## src/rtl/adc_seq_pkg.sv

```systemverilog
// Package: shared constants and the timing acceptance rule of the sequencer.
// Assumes timing values fit in 32 bits after zero extension.
package adc_seq_pkg;
    localparam int BYTE_W = 8;

    // Returns 1 when a timing set would break the guard interval or is too short.
    function automatic logic cfg_bad(input logic [31:0] per, input logic [31:0] ofs,
                                     input logic [31:0] qpre, input logic [31:0] qpost,
                                     input logic [31:0] burst);
        logic [33:0] tail;
        tail = {2'b00, ofs} + {2'b00, burst} + 34'd1 + {2'b00, qpre};
        return (per < 32'd4) || (ofs < qpost) || (tail > {2'b00, per});
    endfunction
endpackage

```

## src/rtl/adc_seq_timer.sv

```systemverilog
// Timer: validates and captures the timing set on start, counts the position
// within the period, drives the strobe and marks the launch cycle of each burst.
// Assumes the timing inputs are held stable while enable rises.
module adc_seq_timer #(
    parameter int TW    = 16,
    parameter int BURST = 12
) (
    input  logic          clk,
    input  logic          rst_n,
    input  logic          enable,
    input  logic [TW-1:0] period_cyc,
    input  logic [TW-1:0] start_ofs,
    input  logic [TW-1:0] quiet_pre,
    input  logic [TW-1:0] quiet_post,
    output logic          run,
    output logic          start,
    output logic          launch,
    output logic          cnvst,
    output logic          cfg_err
);
    import adc_seq_pkg::*;

    logic [TW-1:0] pos;
    logic [TW-1:0] per_q;
    logic [TW-1:0] ofs_q;
    logic          first;
    logic          bad;

    // Acceptance rule applied to the live inputs.
    always_comb begin
        bad = cfg_bad(32'(period_cyc), 32'(start_ofs), 32'(quiet_pre),
                      32'(quiet_post), 32'(BURST));
    end

    assign start  = enable && !run && !cfg_err && !bad;
    assign cnvst  = run && (pos < (per_q >> 1));
    assign launch = run && !first && (pos == ofs_q);

    // Run state, captured timing and position counter.
    always_ff @(posedge clk) begin
        if (!rst_n) begin
            run     <= 1'b0;
            first   <= 1'b0;
            cfg_err <= 1'b0;
            pos     <= '0;
            per_q   <= '0;
            ofs_q   <= '0;
        end else if (!enable) begin
            run     <= 1'b0;
            first   <= 1'b0;
            cfg_err <= 1'b0;
            pos     <= '0;
        end else if (!run && !cfg_err) begin
            if (bad) begin
                cfg_err <= 1'b1;
            end else begin
                run   <= 1'b1;
                first <= 1'b1;
                pos   <= '0;
                per_q <= period_cyc;
                ofs_q <= start_ofs;
            end
        end else if (run) begin
            if (pos == per_q - 1'b1) begin
                pos   <= '0;
                first <= 1'b0;
            end else begin
                pos <= pos + 1'b1;
            end
        end
    end
endmodule

```

## src/rtl/adc_seq_reader.sv

```systemverilog
// Reader: runs one chip-select burst of 2*SAMPLE_W/LANES cycles, samples the
// lanes at the end of each clock-high phase and reorders the bytes so the first
// byte received lands in the least significant position.
// Assumes SAMPLE_W is a multiple of 8 and of LANES.
module adc_seq_reader #(
    parameter int SAMPLE_W = 24,
    parameter int LANES    = 4
) (
    input  logic                clk,
    input  logic                rst_n,
    input  logic                run,
    input  logic                launch,
    input  logic [LANES-1:0]    sdi,
    output logic                sclk,
    output logic                cs_n,
    output logic                wr_en,
    output logic [SAMPLE_W-1:0] wr_data
);
    import adc_seq_pkg::*;

    localparam int BEATS = SAMPLE_W / LANES;
    localparam int BURST = 2 * BEATS;
    localparam int CW    = $clog2(BURST);
    localparam int NB    = SAMPLE_W / BYTE_W;
    localparam logic [CW-1:0] LAST = CW'(BURST - 1);

    logic                busy;
    logic [CW-1:0]       bcnt;
    logic [SAMPLE_W-1:0] shreg;
    logic [SAMPLE_W-1:0] full;

    assign sclk  = busy && bcnt[0];
    assign cs_n  = !busy;
    assign full  = {shreg[SAMPLE_W-LANES-1:0], sdi};
    assign wr_en = busy && run && (bcnt == LAST);

    // Byte reversal: wire byte i from the i-th byte received.
    for (genvar i = 0; i < NB; i++) begin : g_byte
        assign wr_data[i*BYTE_W +: BYTE_W] = full[SAMPLE_W-BYTE_W-i*BYTE_W +: BYTE_W];
    end

    // Burst phase counter.
    always_ff @(posedge clk) begin
        if (!rst_n || !run) begin
            busy <= 1'b0;
            bcnt <= '0;
        end else if (busy) begin
            bcnt <= bcnt + 1'b1;
            if (bcnt == LAST) busy <= 1'b0;
        end else if (launch) begin
            busy <= 1'b1;
            bcnt <= '0;
        end
    end

    // Lane capture at the end of each clock-high phase.
    always_ff @(posedge clk) begin
        if (!rst_n) shreg <= '0;
        else if (busy && bcnt[0]) shreg <= full;
    end
endmodule

```

## src/rtl/adc_seq_ring.sv

```systemverilog
// Ring: circular sample store with show-ahead output. A sample arriving on a
// full store is dropped and flagged; the flag clears on a new start.
// Assumes DEPTH >= 2.
module adc_seq_ring #(
    parameter int SAMPLE_W = 24,
    parameter int DEPTH    = 8
) (
    input  logic                clk,
    input  logic                rst_n,
    input  logic                clr,
    input  logic                wr_en,
    input  logic [SAMPLE_W-1:0] wr_data,
    input  logic                rd_en,
    output logic [SAMPLE_W-1:0] rd_data,
    output logic                empty,
    output logic                overrun
);
    localparam int AW = $clog2(DEPTH);
    localparam int NW = $clog2(DEPTH + 1);
    localparam logic [AW-1:0] TOP  = AW'(DEPTH - 1);
    localparam logic [NW-1:0] FULL = NW'(DEPTH);

    logic [SAMPLE_W-1:0] mem [DEPTH];
    logic [AW-1:0]       wptr;
    logic [AW-1:0]       rptr;
    logic [NW-1:0]       count;
    logic                do_rd;
    logic                do_wr;

    assign empty   = (count == '0);
    assign do_rd   = rd_en && !empty;
    assign do_wr   = wr_en && ((count != FULL) || do_rd);
    assign rd_data = mem[rptr];

    // Storage write.
    always_ff @(posedge clk) begin
        if (do_wr) mem[wptr] <= wr_data;
    end

    // Indices, occupancy and overrun flag.
    always_ff @(posedge clk) begin
        if (!rst_n) begin
            wptr    <= '0;
            rptr    <= '0;
            count   <= '0;
            overrun <= 1'b0;
        end else begin
            if (do_wr) wptr <= (wptr == TOP) ? '0 : wptr + 1'b1;
            if (do_rd) rptr <= (rptr == TOP) ? '0 : rptr + 1'b1;
            count <= count + NW'(do_wr) - NW'(do_rd);
            if (clr) overrun <= 1'b0;
            else if (wr_en && !do_wr) overrun <= 1'b1;
        end
    end
endmodule

```

## src/rtl/adc_read_seq.sv

```systemverilog
// Top: conversion strobe generation, guarded quad-lane readout and sample store.
// Assumes an external converter that shifts the next nibble while sclk is low.
module adc_read_seq #(
    parameter int TW       = 16,
    parameter int SAMPLE_W = 24,
    parameter int LANES    = 4,
    parameter int DEPTH    = 8
) (
    input  logic                clk,
    input  logic                rst_n,
    input  logic                enable,
    input  logic [TW-1:0]       period_cyc,
    input  logic [TW-1:0]       start_ofs,
    input  logic [TW-1:0]       quiet_pre,
    input  logic [TW-1:0]       quiet_post,
    input  logic [LANES-1:0]    sdi,
    output logic                cnvst,
    output logic                sclk,
    output logic                cs_n,
    input  logic                rd_en,
    output logic [SAMPLE_W-1:0] rd_data,
    output logic                empty,
    output logic                overrun,
    output logic                cfg_err
);
    localparam int BURST = 2 * (SAMPLE_W / LANES);

    logic                run;
    logic                start;
    logic                launch;
    logic                wr_en;
    logic [SAMPLE_W-1:0] wr_data;

    adc_seq_timer #(.TW(TW), .BURST(BURST)) u_timer (
        .clk(clk), .rst_n(rst_n), .enable(enable),
        .period_cyc(period_cyc), .start_ofs(start_ofs),
        .quiet_pre(quiet_pre), .quiet_post(quiet_post),
        .run(run), .start(start), .launch(launch),
        .cnvst(cnvst), .cfg_err(cfg_err)
    );

    adc_seq_reader #(.SAMPLE_W(SAMPLE_W), .LANES(LANES)) u_reader (
        .clk(clk), .rst_n(rst_n), .run(run), .launch(launch), .sdi(sdi),
        .sclk(sclk), .cs_n(cs_n), .wr_en(wr_en), .wr_data(wr_data)
    );

    adc_seq_ring #(.SAMPLE_W(SAMPLE_W), .DEPTH(DEPTH)) u_ring (
        .clk(clk), .rst_n(rst_n), .clr(start), .wr_en(wr_en), .wr_data(wr_data),
        .rd_en(rd_en), .rd_data(rd_data), .empty(empty), .overrun(overrun)
    );
endmodule

```

## config.mk

```make
export PLATFORM = sky130hd
export DESIGN_NAME = adc_read_seq
export DESIGN_NICKNAME = d
export VERILOG_FILES = /design/src/rtl/adc_seq_pkg.sv /design/src/rtl/adc_seq_timer.sv /design/src/rtl/adc_seq_reader.sv /design/src/rtl/adc_seq_ring.sv /design/src/rtl/adc_read_seq.sv
export SDC_FILE = /design/constraint.sdc
export NUM_CORES = 1
export LEC_CHECK = 0
export BUFFER_PORTS_ARGS = -buffer_cell sky130_fd_sc_hd__buf_2
export CELL_PAD_IN_SITES_DETAIL_PLACEMENT = 0
export CELL_PAD_IN_SITES_GLOBAL_PLACEMENT = 1
export CORE_MARGIN = 1
export CORE_UTILIZATION = 35
export CTS_CLUSTER_SIZE = 30
export DETAILED_ROUTE_END_ITERATION = 10
export PLACE_DENSITY = 0.71
export SKIP_CTS_REPAIR_TIMING = 1
export SYNTH_ARGS = -nofsm -noshare
export SYNTH_HDL_FRONTEND = slang
export SYNTH_HIERARCHICAL = 1
export SYNTH_SLANG_ARGS = --single-unit
```

## constraint.sdc

```tcl
create_clock -name clk -period 4.1 [get_ports clk]
set_input_delay 0.41 -clock clk [delete_from_list [all_inputs] [get_ports clk]]
set_output_delay 0.41 -clock clk [all_outputs]
set_load 0.1 [all_outputs]
```

---- Word level (Yosys, flattened, before mapping) ----
Memory sizes are Yosys's and may differ from the RTL's. A register that Yosys moved wholly into a read port is not among the register bits.
Cells that the tools add are included.
operators by class
  $add $sub $neg .......................... 10
  $lt $le $gt $ge ......................... 4
  eq/ne operators ......................... 7
  multiplexer cells ....................... 19
  bitwise logic cells ..................... 2
  reductions and logical operators ........ 36
operators by type and width
  kind                     number
  $mux W16                 4
  $add A34 B1 Y34 const B  1
  $add A34 B16 Y34         1
  $gt A34 B16 Y1           1
  $eq A16 B16 Y1           2
  $add A16 B4 Y17 const B  1
  $add A16 B1 Y16 const B  1
  $lt A16 B15 Y1           1
  $lt A16 B16 Y1           1
  $lt A16 B3 Y1 const B    1
  $sub A16 B1 Y16 const B  1
  $logic_and A1 B1 Y1      13
  $mux W3                  4
  $mux W1                  9
  $logic_not A1 Y1         8
  $mux W4                  2
  $reduce_and A2 Y1        4
  $add A3 B1 Y3 const B    2
  $eq A3 B3 Y1 const B     2
  $reduce_and A3 Y1        2
  $reduce_bool A2 Y1       3
  $add A4 B1 Y4            1
  $add A4 B1 Y4 const B    1
  $eq A4 B4 Y1 const B     1
  other kinds (7)          11
word-level totals
  register bits after elaboration ......... 87
  memory bits (writable) .................. 192
  word-level logic and storage cells ...... 92
  memories kept ........................... 1
memories
  name        depth  width  read ports  clocked after Yosys merged registers in  wr ports  RTL line            text
  u_ring.mem  8      24     1           1                                        1         adc_seq_ring.sv:23  logic [SAMPLE_W-1:0] mem [DEPTH];

---- Longest topological paths before layout ----
  depth in word-level cells ............... 8
  mapped depth ............................ 23
  gate-level depth less buffers ........... 21

---- Modules after synthesis ----
Netlist, hierarchy kept.
by module, submodules not included
  module          instances  cells each  area an instance (um^2)  sequential area each (um^2)
  adc_seq_ring    1          369         8,005.2                  6,045.8
  adc_seq_timer   1          664         5,041.1                  1,021.0
  adc_seq_reader  1          119         1,031.0                  500.5

---- Least setup slack after synthesis ----
OpenSTA, ideal clock, no wires.
  kind .................................... input to register
  start ................................... in start_ofs[1]
  end ..................................... reg u_timer.ofs_q[10]
  data arrival time ....................... 4.308 ns
  data required time ...................... 4.028 ns
  path slack .............................. -0.280 ns
  stages .................................. 20
  buffers on the path ..................... 2
  path through ............................ ha_1 ha_1 inv_1 fa_1 nand2b_1 a21o_1 a31o_2 a21oi_1 a21o_1 a21oi_1 xnor2_1 ha_1 nand2_1 or2_2 nor4_1 o211ai_1 nor4b_1 clkbuf_1 buf_2 mux2i_1
on the way
  word-level cells in the longest chain between the ends .. 7
  elaborated cells on any way between the ends .. 9
  classes of those cells .................. add/sub: 3; order compare: 2; bitwise: 1; reduce/logical: 3
ends and longest elaborated chain
  item                           RTL line             text
  from (decl)                    adc_read_seq.sv:13   input logic [TW-1:0] start_ofs,
  $add A16 B4 Y17                adc_seq_pkg.sv:11    tail = {2'b00, ofs} + {2'b00, burst} + 34'd1 + {2'b00, qpre};
  $add A34 B1 Y34                adc_seq_pkg.sv:11
  $add A34 B16 Y34               adc_seq_pkg.sv:11
  $gt A34 B16 Y1                 adc_seq_pkg.sv:12    return (per < 32'd4) || (ofs < qpost) || (tail > {2'b00, per});
  $logic_or A1 B1 Y1 *           adc_seq_pkg.sv:12
  $not A1 Y1 (no line) *         --
  $reduce_and A3 Y1 (no line) *  --
  to (signal assigned)           adc_seq_timer.sv:61  ofs_q <= start_ofs;
  to (decl)                      adc_seq_timer.sv:25  logic [TW-1:0] ofs_q;
Every way passes the cells marked *; elsewhere a longest branch is shown, timed or not.
A chain may end at the register's enable or synchronous reset.

---- Worst setup path after layout ----
  start ................................... in start_ofs[5]
  end ..................................... reg u_ring.overrun
on the way
  word-level cells in the longest chain between the ends .. 8
  elaborated cells on any way between the ends .. 10
  classes of those cells .................. add/sub: 3; order compare: 2; reduce/logical: 5
ends and longest elaborated chain
  item                          RTL line             text
  $add A16 B4 Y17               adc_seq_pkg.sv:11
  $add A34 B1 Y34               adc_seq_pkg.sv:11
  $add A34 B16 Y34              adc_seq_pkg.sv:11
  $gt A34 B16 Y1                adc_seq_pkg.sv:12
  $logic_or A1 B1 Y1 *          adc_seq_pkg.sv:12
  $logic_not A1 Y1 *            adc_seq_timer.sv:35  assign start = enable && !run && !cfg_err && !bad;
  $logic_and A1 B1 Y1 *         adc_seq_timer.sv:35
  via start                     adc_read_seq.sv:29   logic start;
  $reduce_or A2 Y1 (no line) *  --
  to (signal assigned)          adc_seq_ring.sv:46   overrun <= 1'b0;
  to (signal assigned)          adc_seq_ring.sv:51   if (clr) overrun <= 1'b0;
  to (signal assigned)          adc_seq_ring.sv:52   else if (wr_en && !do_wr) overrun <= 1'b1;
  to (decl)                     adc_seq_ring.sv:16   output logic overrun
Mark *: on every way through the listed nets, which the timed path passes. The rest lies on a longest branch.

==> impl_metrics.ini <==
[clock_network]
ctsHtreeMaxLevel = 1
clkLatencyLatePin_ps = 550
cts_made_buffers = 29
clockBufferDepth = 3
cts_root_buf = clkbuf_16
path_clk_slew_ps = 60
cts_tree = done
clock_sinks = 282

[yosys]
synthDominantCellAreaShare_pct = 41.0
synth-warning-count = 6
synth_fp_nets = 1315
synth.avg_cell_area_um2 = 12.2
yosysUniqueCellTypes = 60
syn_area_um2 = 14100
synth_area_leader_cell = edfxtp_1
yosysSeqAreaShare_pct = 53.8
ys_ff_latch = 282
synth_cells = 1152
synthTopCellsByArea = edfxtp_1 41%, dfxtp_1 13%, ha_1 7.9%, mux4_2 7.7%, nand2_1 3.7%
ys.flop_type = edfxtp_1
async_reset_ff_share_pct = 0
synth_edf_count = 192

[floorplanning]
die_area_um2 = 41000
ios = 102
core_area_um2 = 39700
core.rowCount = 73
initial_utilization_pct = 35.4
fp.dieW_um = 203
fp.dieH_um = 203

[route]
totalWireLength_um = 32900
vias_per_cell = 5.05
avgRoutedWirePerCell_um = 18.0
ant_nets = 0
vias = 9218
drt_iter0_drc = 421
dr.pass1.iters = 7
drc = 0

[finish]
fin_cells = 1826
final_common_cell = edfxtp_1
diodes = 0
final_cell_mix = 192 x edfxtp_1, 137 x nand2_1, 100 x buf_2
finalNetCount = 1441
drive_above_1_share_pct = 23.3
areaGrowthSynthToFinish_pct = 16.8

[worst_setup_path]
cpMostUsedCell = ha_1
cp_cell_sequence = buf_2 -> ha_1 -> ha_1 -> a21oi_1 -> o21ai_0 -> nor2_1 -> o21ai_0 -> and2_2 -> o311ai_4 -> o311ai_2 -> ha_1 -> nand2_1 -> or2_4 -> a211o_1 -> o211a_1 -> o211ai_1 -> nor4b_2 -> buf_4 -> buf_8 -> nor3b_2
end_kind = flip-flop
crit_slowest_cell = ha_1
critPathMaxFanout = 16
cp.required_ps = 4580
worstPathArrival_ps = 4370
critical_path.max_stage_delay_ps = 310
r2r_setup_slack_ps = 860
critical_path_class = input port to flip-flop
start_kind = input port

[global_route]
grt_pass1_wl_um = 52100
first_global_vias = 9532
antenna_found_initial = 2
grt_util_all_layers_pct = 16.2
grt_max_degree = 69
grt-ovfl-total = 0

[timing]
fin_crit_sh_pct = 95.0
worst_pin_slew_ps = 984
rsz0062_at_grt = false
layout_min_cycle_time_ps = 3890
finalHoldViolations = 0
fin_worst_skew_ps = 15.5
setup_viol = 0
slew_headroom_pct = 34.4
worst_slack_ps = 206
finalSetupTns_ps = 0
timing.fmax_mhz = 257
drv_slew = 0

[job]
max-cap-violations = 0

[worst_hold_path]
hold_path_class = input port to flip-flop

[pwr]
vdd_drop_max_v = 0.000392
powerDensity_nw_per_um2 = 464
p_leak_nw = 6.13

[place]
dp_slack_ps = -495
io_buffers = 101
hpwl_um = 22500
dpl.cell_count = 1770
gp_congestion = 0.801

[outcome]
outcome = completed
## per-layer routing
| layer | global-route usage [%] | part of all wire, % | vias to the layer above |
|---|---|---|---|
| met5 | 0 | 0.094 | - |
| met4 | 3.65 | 1.9 | 4 |
| met3 | 2.34 | 4.3 | 47 |
| met2 | 28.5 | 49 | 205 |
| met1 | 20.9 | 45 | 4462 |
| li1 | - | - | 4500 |
## final timing paths
| kind | from | cells after the start | to |
|---|---|---|---|
| worst max-delay path | start_ofs[5] | 20 | u_ring/overrun |
| worst min-delay path | period_cyc[4] | 3 | u_timer/per_q[4] |
| worst max register to register | u_timer/per_q[0] | 7 | u_timer/first |
| worst min register to register | u_timer/ofs_q[8] | 2 | u_timer/ofs_q[8] |
## sequential cells by signal (all words and copies together), names as in the netlist, named ones only
signal	count
u_timer/ofs_q	16
u_ring/count	4
u_reader/bcnt	4
u_timer/pos	16
u_reader/busy	1
u_timer/first	1
u_timer/run	1
u_ring/wptr	3
u_timer/per_q	16
u_ring/mem	192
u_reader/shreg	20
u_timer/cfg_err	1
u_ring/rptr	3
u_ring/overrun	1
## synthesized netlist by cell type, types with 5 or more instances
cell type and n:
nand2_1 137, nor4_1 17, xor2_1 20, nor2b_1 10
nand3b_1 5, and3_1 15, o211ai_1 8, a21o_1 9
dfxtp_1 90, edfxtp_1 192, and2_1 6, inv_1 86
ha_1 89, a21boi_1 20, mux2i_1 39, nand2b_1 11
mux2_2 24, mux4_2 48, nand3_1 20, nor2_1 25
nand4_1 20, o21a_1 5, o21ai_1 6, xnor2_1 27
a21oi_1 40, clkbuf_1 37, nor3b_1 7, a211oi_1 7
buf_2 14, nor3_1 21, o21ai_0 39, buf_6 6
## cell type report
class / instances / area [µm²]
inverters: 88 / 330
flip-flops and latches: 282 / 7570
well taps: 525 / 657
clock buffers: 40 / 787
fillers: 3735 / 23300
clock inverters: 14 / 139
repair buffers: 156 / 978
multi-input cells: 721 / 5980
## cells by family (layout without fill, tap and decap cells)
group | after synthesis | in the layout | share of synthesized area [%]
xor gates and xnor gates | 47 | 47 | 2.92
DFF | 282 | 282 | 53.8
buffers and inverters | 149 | 298 | 4.52
muxes | 111 | 111 | 12.4
adders and majority gates | 91 | 91 | 8.19
and+or+nand+nor | 311 | 311 | 11.0
AOI/OAI and AO/OA | 161 | 161 | 7.24
## critical path: cells and delay by family
kind,cells,cell delay (ps)
AND/OR/NAND/NOR,6,990
adder cells (fa/ha/maj),3,900
buffers and inverters,3,440
AO/OA/AOI/OAI,8,1610
## stage by stage
| stage | hold slack, ps | instance area (µm²) | power (mW) | utilization, % |
|---|---|---|---|---|
| floorplan | 446 | 14100 | 4.75 | - |
| global placement | 459 | 15400 | 5.14 | 38.9 |
| detailed placement | 463 | 15400 | 5.16 | 38.9 |
| CTS | 93.8 | 16400 | 7.71 | 41.2 |
| global route | 113 | 16400 | 7.97 | 41.4 |
| finish | 117 | 16400 | 7.64 | 41.4 |
## power by group
group          switching, mW  total (mW)  internal, mW  leakage [nW]
clock                   1.07        2.54          1.47         0.455
sequential             0.167        3.23          3.06          2.50
combinational           1.20        1.87         0.674          3.18
(Power assumes the default switching activity.)
